## config.mk

```make
export PLATFORM = sky130hd
export DESIGN_NAME = pkd_addsub_alu
export DESIGN_NICKNAME = d
export VERILOG_FILES = /design/src/rtl/pkd_addsub_alu.sv
export SDC_FILE = /design/constraint.sdc
export NUM_CORES = 1
export LEC_CHECK = 0
export ABC_AREA = 1
export BUFFER_PORTS_ARGS = -buffer_cell sky130_fd_sc_hd__buf_2
export CORE_AREA = 10 10 197 199
export DETAILED_ROUTE_END_ITERATION = 12
export DIE_AREA = 0 0 207 209
export RECOVER_POWER = 25
export SYNTH_ARGS = -nofsm -noshare
export SYNTH_HDL_FRONTEND = slang
export SYNTH_SLANG_ARGS = --single-unit
```

## constraint.sdc

```tcl
create_clock -name clk -period 1 [get_ports clk]
set_clock_uncertainty 0.15 [all_clocks]
set_input_delay 0.2 -clock clk [delete_from_list [all_inputs] [get_ports clk]]
set_output_delay 0.2 -clock clk [all_outputs]
set_load 0.03 [all_outputs]
```

## src/rtl/pkd_addsub_alu.sv

```systemverilog
module pkd_addsub_alu (
  input  logic        clk,
  input  logic        rst_n,
  input  logic        vld_i,
  input  logic [2:0]  op_i,
  input  logic [1:0]  mod_i,
  input  logic [31:0] a_i,
  input  logic [31:0] b_i,
  output logic        vld_o,
  output logic [63:0] res_o
);

  function automatic logic [15:0] clamp16(input logic [16:0] s);
    if (s[16] != s[15]) return s[16] ? 16'h8000 : 16'h7FFF;
    return s[15:0];
  endfunction

  function automatic logic [31:0] clamp32(input logic [32:0] s);
    if (s[32] != s[31]) return s[32] ? 32'h8000_0000 : 32'h7FFF_FFFF;
    return s[31:0];
  endfunction

  function automatic logic [7:0] to_u8(input logic [15:0] x);
    if (x[15]) return 8'h00;
    if (x[14:8] != 7'd0) return 8'hFF;
    return x[7:0];
  endfunction

  function automatic logic [15:0] widen(input logic [7:0] x, input logic sx);
    return {{8{sx & x[7]}}, x};
  endfunction

  logic [32:0] wsum, wdif;
  logic [16:0] hsum, hdif, lsum, ldif;
  logic        hlt, llt;
  logic [15:0] bsel_hi, bsel_lo;
  logic [63:0] nxt;

  assign wsum = {a_i[31], a_i} + {b_i[31], b_i};
  assign wdif = {a_i[31], a_i} - {b_i[31], b_i};
  assign hsum = {a_i[31], a_i[31:16]} + {b_i[31], b_i[31:16]};
  assign hdif = {a_i[31], a_i[31:16]} - {b_i[31], b_i[31:16]};
  assign lsum = {a_i[15], a_i[15:0]} + {b_i[15], b_i[15:0]};
  assign ldif = {a_i[15], a_i[15:0]} - {b_i[15], b_i[15:0]};
  assign hlt  = $signed(a_i[31:16]) < $signed(b_i[31:16]);
  assign llt  = $signed(a_i[15:0]) < $signed(b_i[15:0]);
  assign bsel_hi = widen(mod_i[1] ? a_i[31:24] : a_i[15:8], mod_i[0]);
  assign bsel_lo = widen(mod_i[1] ? a_i[23:16] : a_i[7:0], mod_i[0]);

  always_comb begin
    case (op_i)
      3'd0: nxt = {wdif[31:0], wsum[31:0]};
      3'd1: nxt = {clamp32(wdif), clamp32(wsum)};
      3'd2: nxt = {hdif[15:0], ldif[15:0], hsum[15:0], lsum[15:0]};
      3'd3: nxt = {clamp16(hdif), clamp16(ldif), clamp16(hsum), clamp16(lsum)};
      3'd4: nxt = {hlt ? b_i[31:16] : a_i[31:16], llt ? b_i[15:0] : a_i[15:0],
                   hlt ? a_i[31:16] : b_i[31:16], llt ? a_i[15:0] : b_i[15:0]};
      3'd5: nxt = {32'd0, bsel_hi, bsel_lo};
      3'd6: nxt = {32'd0, to_u8(a_i[31:16]), to_u8(a_i[15:0]),
                   to_u8(b_i[31:16]), to_u8(b_i[15:0])};
      default: nxt = '0;
    endcase
  end

  always_ff @(posedge clk or negedge rst_n) begin
    if (!rst_n) begin
      vld_o <= 1'b0;
      res_o <= '0;
    end else begin
      vld_o <= vld_i;
      if (vld_i) res_o <= nxt;
    end
  end


  rst_clear_chk: assert property (@(posedge clk) !rst_n |=> (!vld_o && res_o == 64'd0));


  vld_follow_chk: assert property (@(posedge clk) disable iff (!rst_n) vld_i |=> vld_o);


  idle_hold_chk: assert property (@(posedge clk) disable iff (!rst_n)
    !vld_i |=> (!vld_o && $stable(res_o)));


  sum_dif_pair_chk: assert property (@(posedge clk) disable iff (!rst_n)
    (vld_i && op_i == 3'd0) |=> ((res_o[31:0] + res_o[63:32]) == {$past(a_i[30:0]), 1'b0}));


  min_le_max_chk: assert property (@(posedge clk) disable iff (!rst_n)
    (vld_i && op_i == 3'd4) |=> ($signed(res_o[31:16]) <= $signed(res_o[63:48]) &&
                                 $signed(res_o[15:0]) <= $signed(res_o[47:32])));


  pack_upper_zero_chk: assert property (@(posedge clk) disable iff (!rst_n)
    (vld_i && op_i == 3'd6) |=> (res_o[63:32] == 32'd0));

endmodule

```

# Yosys cells after proc, flatten, opt, wreduce, memory -nomap -nowiden
# Cells that the tools add are included.
totals:
  wordCells: 102
  in_bits: 72
  register_bits: 65
  out_inout_bits: 65
classes:
  eq_ne: 12
  reduce_logical: 5
  order_cmp: 2
  n_bitwise: 2
  mux: 73
  add_sub_neg: 6
ops:
  columns: ["operator", "count"]
  rows:
  - ["case mux 64 bit (7 select lines)", 1]
  - ["two-way mux 16 bit", 16]
  - ["two-way mux 32 bit", 6]
  - ["two-way mux 8 bit", 18]
  - ["adder 16 x 16 -> 17 bit", 2]
  - ["subtractor 16 x 16 -> 17 bit", 2]
  - ["adder 32 x 32 -> 33 bit", 1]
  - ["subtractor 32 x 32 -> 33 bit", 1]
  - ["less-than comparator 16 bit", 2]
  - ["two-way mux 1 bit", 32]
  - ["nonzero test 7 bit", 4]
  - ["equality test 3 bit (second input constant)", 3]
  - ["equality test 3 x 2 -> 1 bit (second input constant)", 2]
  - ["inequality test 1 bit", 6]
  - ["equality test 3 x 1 -> 1 bit (second input constant)", 1]
  - ["zero test 3 bit", 1]
  - ["bitwise AND 1 bit", 2]

# Longest topological paths before layout
logic_depth:
  word_depth: 7
  depth_mapped: 23

# Worst setup path before layout
# No wires, ideal clock.
synth_path:
  path_kind: "input -> register"
  start: "in a_i[16]"
  end: "reg res_o[58]"
  setup_ns: 0.117
  t_required_ns: 0.733
  path_stages: 21
  arrival_time_ns: 2.180
  n_path_buf: 1
  slack_ns: -1.447
  path_cell_list: "inv_1 ha_1 inv_1 fa_1 inv_1 o21ai_2 nand2_1 nand2_1 nand2_2 nand2_2 nand2_4 nand2_2 nand2_2 buf_2 nand3_1 nand2_1 nand2_1 nor2_1 nand2_1 nand2_1 nand2_1"
synth_between:
  elab_chain_cells: 6
synth_lines:
  columns: ["element", "line_no", "rtl"]
  rows:
  - ["from (decl)", "7", "input logic [31:0] a_i,"]
  - ["subtractor 32 x 32 -> 33 bit or subtractor 16 x 16 -> 17 bit (tied branches)", "40, 42", null]
  - ["inequality test 1 bit (on tied branches)", "19, 14", null]
  - ["two-way mux 1 bit (on tied branches)", "19, 14", null]
  - ["two-way mux 1 bit", "51", "case (op_i)"]
  - ["two-way mux 32 bit or two-way mux 16 bit (tied branches)", "20, 15", null]
  - ["case mux 64 bit (7 select lines) (*)", "51", null]
  - ["to (signal assigned)", "71", "if (vld_i) res_o <= nxt;"]
  - ["to (decl)", "10", "output logic [63:0] res_o"]
# Every way passes the cells marked *; elsewhere a longest branch is shown, timed or not. The select of a mux whose other input is x is not followed.
# A chain may end at the register's enable or synchronous reset.

# Worst setup path after layout
layout_path:
  start: "in a_i[13]"
  end: "reg res_o[4]"
layout_between:
  elab_chain_cells: 6
layout_lines:
  columns: ["element", "line_no"]
  rows:
  - ["adder 32 x 32 -> 33 bit or adder 16 x 16 -> 17 bit (tied branches)", "39, 43"]
  - ["inequality test 1 bit (on tied branches)", "19, 14"]
  - ["two-way mux 1 bit (on tied branches)", "19, 14"]
  - ["two-way mux 1 bit", "51"]
  - ["two-way mux 32 bit or two-way mux 16 bit (tied branches)", "20, 15"]
  - ["case mux 64 bit (7 select lines) (*)", "51"]
# Marks and branches as above.

==> results.txt <==
* Result of the run: finished with violations
* Violations in the final reports: negative setup slack
- The tightest hold path in the finished design has a slack of about 0.18 ns.
* Count of distinct cell types in the synthesized netlist: 50
* Req. time, crit path: 1.08 ns
* Most frequent standard cell in the layout excluding fill and tap cells: nand2_1
* Max incr delay on CP: 0.35 ns
- Power Density: 1144 mW/mm2
- The initial utilization of the core area, before any placement, comes to 34.53%.
- CTS tree: built
- The via count of the first global-routing pass was 17850.
* Number of buffers added by the clock tree synthesis step: 9
- Full die area: between 0.04 and 0.05 mm2
- The first global-routing pass estimated 108600 um of wire.
* Clock-pin transition on the worst setup and hold timing paths: 0.06 ns
- Post-DRT Antenna Nets: 0
- The number of buffers and inverters on the critical path is 6.
- Max Root-Sink Buffers: 2
- Yosys warning total: 0
* Global-route total usage across every layer: between 30 and 40%
* CP max-delay cell: ha_4
- The max-slew violation count was 0.
- Normalized max-slew margin: between 60% and 70%
- Total length of routed wires: 78650 um
* Crit path cell chain: buf_2, ha_4, buf_6, nor2_4, nand2_2, inv_2, a21oi_4, nand2_4, nand2_4, nand3_4, nand2_4, nand2_8, nand2_8, clkinv_8, buf_12, buf_8, nand2_2, nand2_1, nand2_1, nand2_1
* Flip-flop and latch count after synthesis: between 60 and 70
* Final setup violation count: 129
- Commonest non-fill, non-tap cells in the layout: nand2_1 (649), buf_4 (602), nand2_2 (186)
- Summed over all failing endpoints, the final setup total negative slack is -101.49 ns.
* Routability congestion estimate from global placement: 1.027
- The final critical path takes up 243.8% of the cycle.
* Share of post-route cells with drive strength above 1: 51.97%
- Summed over all nets, wire length on met2 after detailed routing comes to 37420 um.
- Die H: roughly 210 um
- The cell family contributing the most delay on the critical path is simple AND/OR/NAND/NOR gates.
- The number of placed instances, taps included, is 3321.
* HPWL Detailed: around 62000 um
- For this design, the sink count on the clock tree is 65.
- Per-cell routed wire length: 22.72 um
- The region available for standard cell placement spans 0.03505 mm2.
* Minimum period implied by the final worst setup slack: 2.438 ns
* Maximum number of pins on one net before global-route repair: 66
* Initial antenna violation count: 1
* Count of buffers inserted at the top-level ports: ~140
- In the final routing, the length of wire on met1 measures ~29000 um.
- Worst setup slack after placement: -2.080 ns
* Clock insertion delay at the later pin of the skew report: approximately 0.34 ns
- Along the worst path, the maximum fanout reaches 6.
- Path type of the worst setup path: input pin to flop
- The worst setup path is captured at a flop.
- Antenna Cells: 0
* Worst vdd rail ir drop: 1.278 mV
* Final hold violations: 0
- CTS H-Tree Depth: 3
- Synthesis produced a netlist with a net count of 2365.
- RSZ-0062 raised after global routing: true
- Derived from the worst setup path, the maximum achievable clock frequency is 0.4101 GHz.
- Async set-or-reset flop fraction in the synthesized netlist: 100.0%
* Startpoint type of the worst setup path: input pin
* Power Total: 0.02659 W
- A synthesized cell averages roughly 5.4 um2.
- The initialized floorplan defines 69 standard-cell rows.
- Ys flop type: dfrtp_1
- Sum of met3 wire segment lengths after detailed routing: between 4000 and 5000 um
- Iteration count of the initial detailed-routing pass: 6
* Cell area after synthesis: 0.01210 mm2
- Number of nets in the layout: between 3000 and 4000
- Critical path data arrival time: 2.52 ns
- Post-synthesis sequential area ratio: 13.44%
- Chip Width: between 200 and 250 um
- After detailed routing, the number of remaining DRC violations is 0.
* Number of primary I/O pins: 137
* Final Worst Setup Slack: -1.438 ns
- Max-cap violations in this run came to 0.
* Number of DRC markers after the initial detailed-route iteration: around 1300
- Leftover overflow at the end of global routing: 0
* Worst Tran Pin Value: 0.4905 ns
- Top Metal Used: met4
- Via count: 18210
- Once layout is complete, the cells apart from fillers number 3461.
* Area delta synth->final: 91.99%
- Counting flops with a built-in enable in the synthesized netlist gives 0.
* Root buffer cell: clkbuf_16
- Syn Inst Count: 2224
- After detailed routing, the number of vias per cell comes to 5.263.
- Leak Pwr: 12.07 nW
- Classification of the worst-slack hold path: input pin to flop
synth_stat cells (all sizes together) (7+ instances only):
| master | instances | area share (%) |
|---|---|---|
| o21bai | 17 | 1.1 |
| inv | 265 | 8.3 |
| o211ai | 9 | 0.56 |
| o21ai | 111 | 4.6 |
| buf | 64 | 4.1 |
| ha | 65 | 6.7 |
| dfrtp | 65 | 13 |
| xor2 | 47 | 3.4 |
| a21oi | 154 | 6.9 |
| nor3 | 26 | 1.2 |
| clkbuf | 19 | 0.59 |
| and2 | 7 | 0.36 |
| nand2 | 926 | 30 |
| nand3 | 185 | 8.0 |
| nor2 | 209 | 7.1 |
| nand4 | 13 | 0.67 |
layer usage:
layer  vias to the layer above  GRT usage, %
met2                       775         57.35
met1                      8521         35.42
met4                         0         27.54
met5                         -             0
met3                       323         3.624
li1                       8595             -
per-stage QoR:
step | instance area [um2] | util (%)
after global placement | 18230 | 52.01
after floorplan | 13040 | -
after global routing | 23230 | 66.28
after detailed placement | 18230 | 52.01
final | 23230 | 66.28
after CTS | 20250 | 57.78
sequential cells by signal, indices dropped and copies added (netlist names):
register	cells
vld_o	1
res_o	64
worst register-to-register path, stage by stage, from the launching register on:
cell and delay [ns]:
dfrtp_1 0.42, buf_4 0.15, nand2_1 0.06, nand2_1 0.06
cell families (layout without fill, tap and decap cells):
logic type	count (synthesis)	in the layout	synth area share (%)
simple gates	1385	1391	48.53
buf+inv	350	1120	13.05
compound gates	307	307	14.12
fa+ha+maj	69	69	7.382
flops	65	65	13.44
xor+xnor	48	48	3.474
where the power goes:
| group | total, W | internal, W | switching, W |
|---|---|---|---|
| Clock | 0.00360 | 0.00226 | 0.00134 |
| Combinational | 0.0195 | 0.00833 | 0.0111 |
| Sequential | 0.00352 | 0.00312 | 0.000402 |
repair_timing:
item                                    CTS  global route
setup buffers                            32            79
resized for setup                       370           640
hold buffers                              2             0
endpoints found under the setup margin  129           129
gates cloned                              4             9
hold endpoints to repair                 66             0
pin swaps                                90           225
path summary, 6_finish.rpt:
path                            startpoint        end  slack (ns)  depth (start not counted)
min in group asynchronous            rst_n  res_o[37]        0.31                          3
max in group asynchronous            rst_n  res_o[54]        0.06                          3
worst max register to register   res_o[46]  res_o[46]        0.05                          3
worst max-delay path               a_i[13]   res_o[4]       -1.44                         20
worst min-delay path                 vld_i  res_o[32]        0.18                          4
worst min register to register    res_o[9]   res_o[9]        0.35                          2
cell type report:
class,count,area [um2]
multi-input cells,1815,12170
fillers,3068,11820
repair buffers,834,7317
flip-flops and latches,65,1627
inverters,267,1189
well taps,461,576.8
clock buffers,10,239.0
clock inverters,6,90.09
repair inverters,3,25.02
(Power assumes the default switching activity.)
